**config.mk**
```make
export PLATFORM = sky130hd
export DESIGN_NAME = branch_skip_unit
export DESIGN_NICKNAME = d
export VERILOG_FILES = /design/src/rtl/bsu_pkg.sv /design/src/rtl/bsu_cond.sv /design/src/rtl/bsu_target.sv /design/src/rtl/branch_skip_unit.sv
export SDC_FILE = /design/constraint.sdc
export NUM_CORES = 1
export LEC_CHECK = 0
export BUFFER_PORTS_ARGS = -buffer_cell sky130_fd_sc_hd__buf_4
export CORE_MARGIN = 2
export CORE_UTILIZATION = 51
export DETAILED_ROUTE_END_ITERATION = 10
export PLACE_DENSITY = 0.82
export SYNTH_ARGS = -nofsm -noshare
export SYNTH_HDL_FRONTEND = slang
export SYNTH_HIERARCHICAL = 1
export SYNTH_SLANG_ARGS = --single-unit
```
**constraint.sdc**
```tcl
create_clock -name clk_i -period 1.05 [get_ports clk_i]
set_clock_uncertainty 0.15 [all_clocks]
set_input_delay 0.105 -clock clk_i [delete_from_list [all_inputs] [get_ports clk_i]]
set_output_delay 0.105 -clock clk_i [all_outputs]
set_load 0.03 [all_outputs]
```
**src/rtl/bsu_pkg.sv**
```systemverilog
package bsu_pkg;
  localparam int unsigned SEL_W  = 3;
  localparam int unsigned OPD_W  = 1 << SEL_W;
  localparam int unsigned FLAG_W = 8;
  localparam int unsigned FLAG_N = 2;
  localparam int unsigned FLAG_V = 3;
  localparam int unsigned CYC_W  = 2;

  typedef enum logic [1:0] {
    KIND_BRANCH   = 2'd0,
    KIND_SKIP_EQ  = 2'd1,
    KIND_SKIP_BIT = 2'd2,
    KIND_PASS     = 2'd3
  } kind_e;

  typedef struct packed {
    logic             taken;
    logic [CYC_W-1:0] cycles;
  } decision_t;
endpackage

```
**src/rtl/bsu_cond.sv**
```systemverilog
module bsu_cond
  import bsu_pkg::*;
(
  input  kind_e              kind_i,
  input  logic [FLAG_W-1:0]  flags_i,
  input  logic [SEL_W-1:0]   sel_i,
  input  logic               sense_i,
  input  logic               signed_i,
  input  logic [OPD_W-1:0]   opa_i,
  input  logic [OPD_W-1:0]   opb_i,
  output logic               taken_o
);
  logic flag_bit;
  logic opd_bit;

  // signed order uses N^V, not a stored flag
  assign flag_bit = signed_i ? (flags_i[FLAG_N] ^ flags_i[FLAG_V]) : flags_i[sel_i];
  assign opd_bit  = opa_i[sel_i];

  always_comb begin
    unique case (kind_i)
      KIND_BRANCH:   taken_o = (flag_bit == sense_i);
      KIND_SKIP_EQ:  taken_o = (opa_i == opb_i);
      KIND_SKIP_BIT: taken_o = (opd_bit == sense_i);
      default:       taken_o = 1'b0;
    endcase
  end
endmodule

```
**src/rtl/bsu_target.sv**
```systemverilog
module bsu_target
  import bsu_pkg::*;
#(
  parameter int unsigned PC_W  = 16,
  parameter int unsigned OFS_W = 7
) (
  input  kind_e              kind_i,
  input  logic               taken_i,
  input  logic               two_word_i,
  input  logic [PC_W-1:0]    pc_i,
  input  logic [OFS_W-1:0]   offset_i,
  output logic [PC_W-1:0]    next_pc_o,
  output decision_t          dec_o
);
  logic [PC_W-1:0] ofs_ext;
  logic [PC_W-1:0] branch_pc;
  logic [PC_W-1:0] step_pc;

  generate
    if (PC_W > OFS_W) begin : g_sext
      assign ofs_ext = {{(PC_W-OFS_W){offset_i[OFS_W-1]}}, offset_i};
    end else begin : g_trunc
      assign ofs_ext = offset_i[PC_W-1:0];
    end
  endgenerate

  assign branch_pc = pc_i + ofs_ext + PC_W'(1);

  always_comb begin
    dec_o.taken  = taken_i;
    dec_o.cycles = CYC_W'(1);
    if (taken_i) begin
      if (kind_i == KIND_BRANCH) dec_o.cycles = CYC_W'(2);
      else                       dec_o.cycles = two_word_i ? CYC_W'(3) : CYC_W'(2);
    end
  end

  // a skip advances by exactly its cycle count
  assign step_pc   = pc_i + PC_W'(dec_o.cycles);
  assign next_pc_o = (taken_i && kind_i == KIND_BRANCH) ? branch_pc : step_pc;
endmodule

```
**src/rtl/branch_skip_unit.sv**
```systemverilog
module branch_skip_unit
  import bsu_pkg::*;
#(
  parameter int unsigned PC_W  = 16,
  parameter int unsigned OFS_W = 7
) (
  input  logic              clk_i,
  input  logic              rst_ni,
  input  logic              valid_i,
  input  logic [1:0]        kind_i,
  input  logic [7:0]        flags_i,
  input  logic [2:0]        sel_i,
  input  logic              sense_i,
  input  logic              signed_i,
  input  logic [7:0]        opa_i,
  input  logic [7:0]        opb_i,
  input  logic [OFS_W-1:0]  offset_i,
  input  logic [PC_W-1:0]   pc_i,
  input  logic              two_word_i,
  output logic              done_o,
  output logic              taken_o,
  output logic [PC_W-1:0]   next_pc_o,
  output logic [1:0]        cycles_o
);
  kind_e           kind;
  logic            taken_c;
  logic [PC_W-1:0] next_pc_c;
  decision_t       dec_c;

  assign kind = kind_e'(kind_i);

  bsu_cond u_cond (
    .kind_i   (kind),
    .flags_i  (flags_i),
    .sel_i    (sel_i),
    .sense_i  (sense_i),
    .signed_i (signed_i),
    .opa_i    (opa_i),
    .opb_i    (opb_i),
    .taken_o  (taken_c)
  );

  bsu_target #(.PC_W(PC_W), .OFS_W(OFS_W)) u_target (
    .kind_i     (kind),
    .taken_i    (taken_c),
    .two_word_i (two_word_i),
    .pc_i       (pc_i),
    .offset_i   (offset_i),
    .next_pc_o  (next_pc_c),
    .dec_o      (dec_c)
  );

  always_ff @(posedge clk_i or negedge rst_ni) begin
    if (!rst_ni) begin
      done_o    <= 1'b0;
      taken_o   <= 1'b0;
      next_pc_o <= '0;
      cycles_o  <= '0;
    end else begin
      done_o <= valid_i;
      if (valid_i) begin
        taken_o   <= dec_c.taken;
        next_pc_o <= next_pc_c;
        cycles_o  <= dec_c.cycles;
      end
    end
  end
endmodule

```
==> results of run 1 <==
-- critical path, stage by stage --
cell and delay (ns):
buf_4 0.12, mux4_2 0.50, mux2i_1 0.34, a211oi_2 0.15, mux2i_1 0.26, nand3_1 0.18, inv_2 0.12, or3_4 0.13
o21a_4 0.14, ha_4 0.14, inv_2 0.05, fa_2 0.39, nor3b_4 0.35, nand3_2 0.14, xnor2_1 0.18, nor2_1 0.17
a21oi_1 0.08, mux2_4 0.28
-- path summary, 6_finish.rpt --
path	start	cells after the start	end	slack, ns
worst min register to register	next_pc_o[13]	1	next_pc_o[13]	0.42
worst max-delay path	sel_i[0]	18	next_pc_o[14]	-2.74
worst max register to register	next_pc_o[2]	2	next_pc_o[2]	-0.15
max in group asynchronous	rst_ni	2	next_pc_o[2]	0.39
worst min-delay path	valid_i	2	done_o	0.02
min in group asynchronous	rst_ni	2	taken_o	0.10
-- placed cells by master, fill, tap and decap left out, types with 3 or more instances in the layout --
cell / instances
ha_1: 15
xor2_1: 19
nor3_1: 4
mux2_4: 19
nand2_2: 3
inv_1: 6
o21ai_1: 4
buf_4: 139
a21oi_2: 3
xnor2_1: 9
nand4_1: 5
dfrtp_1: 19
nand3_2: 4
a21oi_1: 12
nand3_1: 4
nor2_1: 14
mux2i_1: 5
o21ai_2: 4
nand2_1: 13
buf_6: 29
clkbuf_8: 3
nand2b_1: 3
mux4_2: 3
o21ai_0: 8
a21o_1: 6
-- area by class of cell --
cell class	instances	share of cell area
clock buffers	3	0.0104
clock inverters	1	0.00754
inverters	8	0.00754
multi-input cells	205	0.472
flip-flops and latches	20	0.126
well taps	52	0.0163
repair buffers	172	0.360
-- report_power, final --
group / switching [µW] / total (µW) / internal (µW)
logic: 1350 / 2690 / 1330
registers: 143 / 1040 / 893
clock network: 398 / 910 / 513
-- flip-flops by register name, summed over array words and instances (netlist names) --
register,flops
cycles_o,2
done_o,1
next_pc_o,16
taken_o,1
-- cell families (layout without fill, tap and decap cells) --
logic type,count (synthesis),in the layout
buffers and inverters,17,184
multiplexers,27,27
flip-flops,20,20
AO/OA/AOI/OAI,62,62
adder cells (fa/ha/maj),19,19
XOR/XNOR,32,32
AND/OR/NAND/NOR,65,65
-- synthesized netlist by cell type, types with 5 or more instances --
library cell | n | area [µm²]
a21oi_1 | 16 | 80.1
nand4_1 | 5 | 31.3
xor2_1 | 21 | 184
nand2_1 | 16 | 60.1
a21o_1 | 6 | 45.0
dfrtp_1 | 20 | 500
mux2i_1 | 5 | 50.1
nand3_1 | 9 | 45.0
mux2_2 | 9 | 101
xnor2_1 | 11 | 96.3
inv_1 | 8 | 30.0
o21ai_0 | 15 | 75.1
clkbuf_1 | 5 | 18.8
mux2_4 | 10 | 150
nor2_1 | 14 | 52.6
ha_1 | 17 | 213
-- stage by stage --
stage,TNS [ns],cells
floorplan,-42.49,242
global placement,-39.66,434
finish,-43.81,461
CTS,-37.32,458
detailed placement,-42.83,434
global route,-44.08,461
-- repair_timing --
item	CTS	global route
pin swaps	15	21
setup buffers	21	6
hold buffers	1	0
setup endpoints to repair	39	39
endpoints found under the hold margin	20	0
resized for setup	52	18
-- routing by layer --
metal  up-vias  track usage
met5         -            0
met4         0        0.355
met3       164       0.0996
met2       466        0.731
met1      1457        0.549
li1       1219            -
==> flow_metrics.tcl, run 1 <==
set metrics [dict create \
    status "complete, but fails checks" \
    failed_checks "negative setup slack" \
    synth_edf_count 0 \
    grt_pass1_wl_um 17500 \
    leakage_uw 0.00198 \
    fillers 139 \
    synthToLayoutAreaGrowth_pct 77.3 \
    die_x_um 70.4 \
    cts_tree "built" \
    slew_headroom 0.585 \
    rsz0062_at_grt "true" \
    die_area_um2 4950 \
    hpwl_um 5820 \
    syn_inst 242 \
    min_period_ns 3.79 \
    critPathKind "primary input to flop" \
    wl_met3_um 1870 \
    io_buffers 77 \
    via_count 3306 \
    hold_viol 0 \
    numCtsBuffers 3 \
    die_y_um 70.4 \
    drtIter0Drc 535 \
    pre_cts_slack_ns -2.64 \
    power_density_nw_per_um2 1160 \
    start_util 0.523 \
    grt_max_degree 25 \
    clk_pin_slew_ns 0.11 \
    power_uw 4630 \
    multi_input_area_um2 1880 \
    core_area_um2 4290 \
    htreeDepth 1 \
    met1_length_um 4360 \
    setup_viol 39 \
    drv_slew 0 \
    cp.arrival_ns 3.83 \
    rows 24 \
    grt-ovfl-total 0 \
    cap_violations 0 \
    avgSynthCellArea_um2 9.29 \
    wire_per_inst_um 28.9 \
    synth_compound_area_frac 0.187 \
    drc 0 \
    start_kind "primary input" \
    synth_ff_type "dfrtp_1" \
    fin_area_um2 3990 \
    cts_sinks 20 \
    hold_slack_ns 0.0237 \
    ant_nets 0 \
    yosys_warnings 6 \
    synth_adder_area_share 0.112 \
    synth_area_um2 2250 \
    firstDrtPassIters 6 \
    setup_slack_ns -2.74 \
    ys_ff_latch 20 \
    crit_fanout 3 \
    groute.usage.overall 0.465 \
    clockRootBuffer "clkbuf_8" \
    syn_nets 319 \
    synth-simple-area-share 0.147 \
    n_antenna_cell 0 \
    peakVddDrop_mv 0.971 \
    antenna_found_initial 0 \
    hold_path_class "primary input to flop" \
    gp_congestion 0.881 \
    viasPerCell 7.17 \
    fmax_mhz 264 \
    finalNetCount 487 \
    utilization 0.928 \
    fin_crit_sh 3.61 \
    regArea_um2 502 \
    place_area_um2 3440 \
    grt_pass1_vias 3158 \
    routed_wirelength_um 13300 \
    ys_seq_area_frac 0.223 \
    clock_latency_ns 0.29 \
    synth_top_family_by_area "compound AO/OA/AOI/OAI gates" \
    synth.distinct_cells 51 \
    drive_gt1_frac 0.587 \
    crit_path_end_kind "flop" \
    async_reset_ff_frac 1.00 \
    maxUsedRoutingLayer "met4" \
    synthXorXnorAreaFrac 0.125 \
    clockBufferDepth 2 \
    muxShareOfSynthArea 0.164 \
    worst_ep_required_time_ns 1.08 \
    io_pins 78 \
    worst_pin_slew_ns 0.617 \
    dr_wl_met2_um 5750 \
]
No activity file was read; power rests on OpenSTA's default activity.
==> inputs of run 2 (changes only) <==
--- a/config.mk
+++ b/config.mk
@@ -7,9 +7,9 @@
 export LEC_CHECK = 0
 export BUFFER_PORTS_ARGS = -buffer_cell sky130_fd_sc_hd__buf_4
 export CORE_MARGIN = 2
-export CORE_UTILIZATION = 51
+export CORE_UTILIZATION = 30
 export DETAILED_ROUTE_END_ITERATION = 10
-export PLACE_DENSITY = 0.82
+export PLACE_DENSITY_LB_ADDON = 0.25
 export SYNTH_ARGS = -nofsm -noshare
 export SYNTH_HDL_FRONTEND = slang
 export SYNTH_HIERARCHICAL = 1
==> run 2 against run 1 <==
Effect of this change:
- the flow still finishes with violations (negative setup slack)
- global-route usage decreased by 31 points
- final cell count grew 8.5%
- critical path depth is 1 higher
- clock power fell by 48%
- maximum frequency is 16% higher
- critical path type unchanged
- worst hold slack got worse by 0.0029 ns
- die area up 66%
- highest routed layer unchanged
==> flow_metrics.tcl, run 2 (synthesized netlist as in run 1, its figures left out) <==
set metrics [dict create \
    status "complete, but fails checks" \
    failed_checks "negative setup slack" \
    die_area_um2 8200 \
    clkPwrFrac 0.127 \
    io_pins 78 \
    power.switching_uw 1310 \
    clockBufferDepth 2 \
    largest_reg_flops 16 \
    power_density_nw_per_um2 942 \
    peakVddDrop_mv 0.500 \
    via_count 2340 \
    drc 0 \
    cts_sinks 20 \
    min_period_ns 3.26 \
    core_area_um2 7250 \
    synthToLayoutAreaGrowth_pct 73.8 \
    utilization 0.538 \
    swShare 0.355 \
    grt_pass1_wl_um 10900 \
    power_uw 3680 \
    cts_tree "built" \
    grt_max_degree 25 \
    fin_area_um2 3910 \
    power_frac_comb 0.604 \
    hpwl_um 5330 \
    p_int_uw 2370 \
    grt_pass1_vias 2355 \
    setup_slack_ns -2.21 \
    rsz0062_at_grt "true" \
    ant_nets 0 \
    grt-ovfl-total 0 \
    seqPwrFrac 0.268 \
    min_path_cells 1 \
    crit_path_end_kind "flop" \
    rows 31 \
    n_antenna_cell 0 \
    viasPerCell 4.68 \
    clk_pin_slew_ns 0.07 \
    start_kind "primary input" \
    drive_gt1_frac 0.566 \
    regMostFlops "next_pc_o" \
    fin_crit_sh 3.10 \
    hold_path_class "primary input to flop" \
    crit_fanout 3 \
    critPathKind "primary input to flop" \
    place_area_um2 3480 \
    cp.arrival_ns 3.24 \
    cap_violations 0 \
    wire_per_inst_um 13.0 \
    worst_pin_slew_ns 0.377 \
    rr_worst_depth 2 \
    hold_viol 0 \
    mostFrequentLayoutCell "buf_4" \
    clockRootBuffer "clkbuf_8" \
    slew_headroom 0.746 \
    die_y_um 90.5 \
    leakage_uw 0.00192 \
    antenna_found_initial 0 \
    die_x_um 90.5 \
    start_util 0.310 \
    final_cell_mix "buf_4 (136), buf_6 (27), dfrtp_1 (20), xor2_1 (20), mux2_4 (18)" \
    numCtsBuffers 3 \
    firstDrtPassIters 4 \
    clock_latency_ns 0.24 \
    fmax_mhz 307 \
    drv_slew 0 \
    gp_congestion 0.844 \
    setup_viol 22 \
    reg_top3 "next_pc_o (16), cycles_o (2)" \
    groute.usage.overall 0.158 \
    routed_wirelength_um 6520 \
    htreeDepth 1 \
    fillers 645 \
    drtIter0Drc 184 \
    io_buffers 77 \
    worst_ep_required_time_ns 1.03 \
    finalNetCount 480 \
]
-- run 2: final timing paths --
kind	startpoint	to	slack, ns
max	flags_i[2]	next_pc_o[4]	-2.21
min	valid_i	done_o	0.02
max reg2reg	next_pc_o[10]	next_pc_o[10]	0
min reg2reg	taken_o	taken_o	0.39
max in group asynchronous	rst_ni	next_pc_o[5]	0.43
min in group asynchronous	rst_ni	next_pc_o[0]	0.12
-- run 2: final cells by class --
| type | instances | area, µm² | share of cell area |
|---|---|---|---|
| clock buffers | 3 | 41.3 | 0.0106 |
| repair buffers | 165 | 1350 | 0.346 |
| well taps | 99 | 124 | 0.0317 |
| flip-flops and latches | 20 | 500 | 0.128 |
| inverters | 8 | 30.0 | 0.00769 |
| multi-input cells | 205 | 1860 | 0.476 |
-- run 2: metal layers --
metal | vias to the layer above | wire, µm | share of wire | GRT usage
li1 | 1211 | - | - | -
met1 | 1080 | 3240 | 0.50 | 0.234
met2 | 43 | 3060 | 0.47 | 0.252
met3 | 6 | 157 | 0.024 | 0.00751
met4 | 0 | 68 | 0.010 | 0.0372
met5 | - | 0 | 0 | 0
-- run 2: per-stage QoR --
step | setup TNS, ns | setup slack (ns) | hold WS [ns] | instances
2_1_floorplan | -42.49 | -2.71 | -0.341 | 242
6_report | -35.50 | -2.21 | 0.0208 | 500
3_3_place_gp | -40.60 | -2.52 | -0.157 | 482
4_1_cts | -35.40 | -2.21 | 0.0152 | 498
5_1_grt | -38.35 | -2.35 | 0.0150 | 500
3_5_place_dp | -41.22 | -2.54 | -0.153 | 482
-- run 2: power by group through the flow --
stage               logic [µW]  registers (µW)  clock network, µW
floorplan                  811            1210                  0
global placement          1870             978                  0
detailed placement        1890             982                  0
CTS                       2150             985                494
global route              2390            1000                525
finish                    2220             987                469
-- run 2: timing repair --
action / in CTS / in global routing
hold buffers: 1 / 0
endpoints found under the setup margin: 38 / 38
pin swaps: 13 / 13
gates resized for setup: 43 / 18
setup buffers: 14 / 4
endpoints found under the hold margin: 20 / 0
-- run 2: worst max-delay path, stage by stage --
cell	delay, ns
buf_4	0.11
mux4_2	0.45
a2bb2oi_2	0.15
a221oi_2	0.24
mux2i_1	0.21
nand3_1	0.12
inv_2	0.10
or3_4	0.13
o21a_4	0.13
ha_4	0.13
inv_2	0.03
fa_2	0.36
buf_4	0.16
nor2b_4	0.13
nand2_1	0.08
xor2_1	0.13
o21ai_0	0.09
buf_4	0.13
mux2_4	0.24
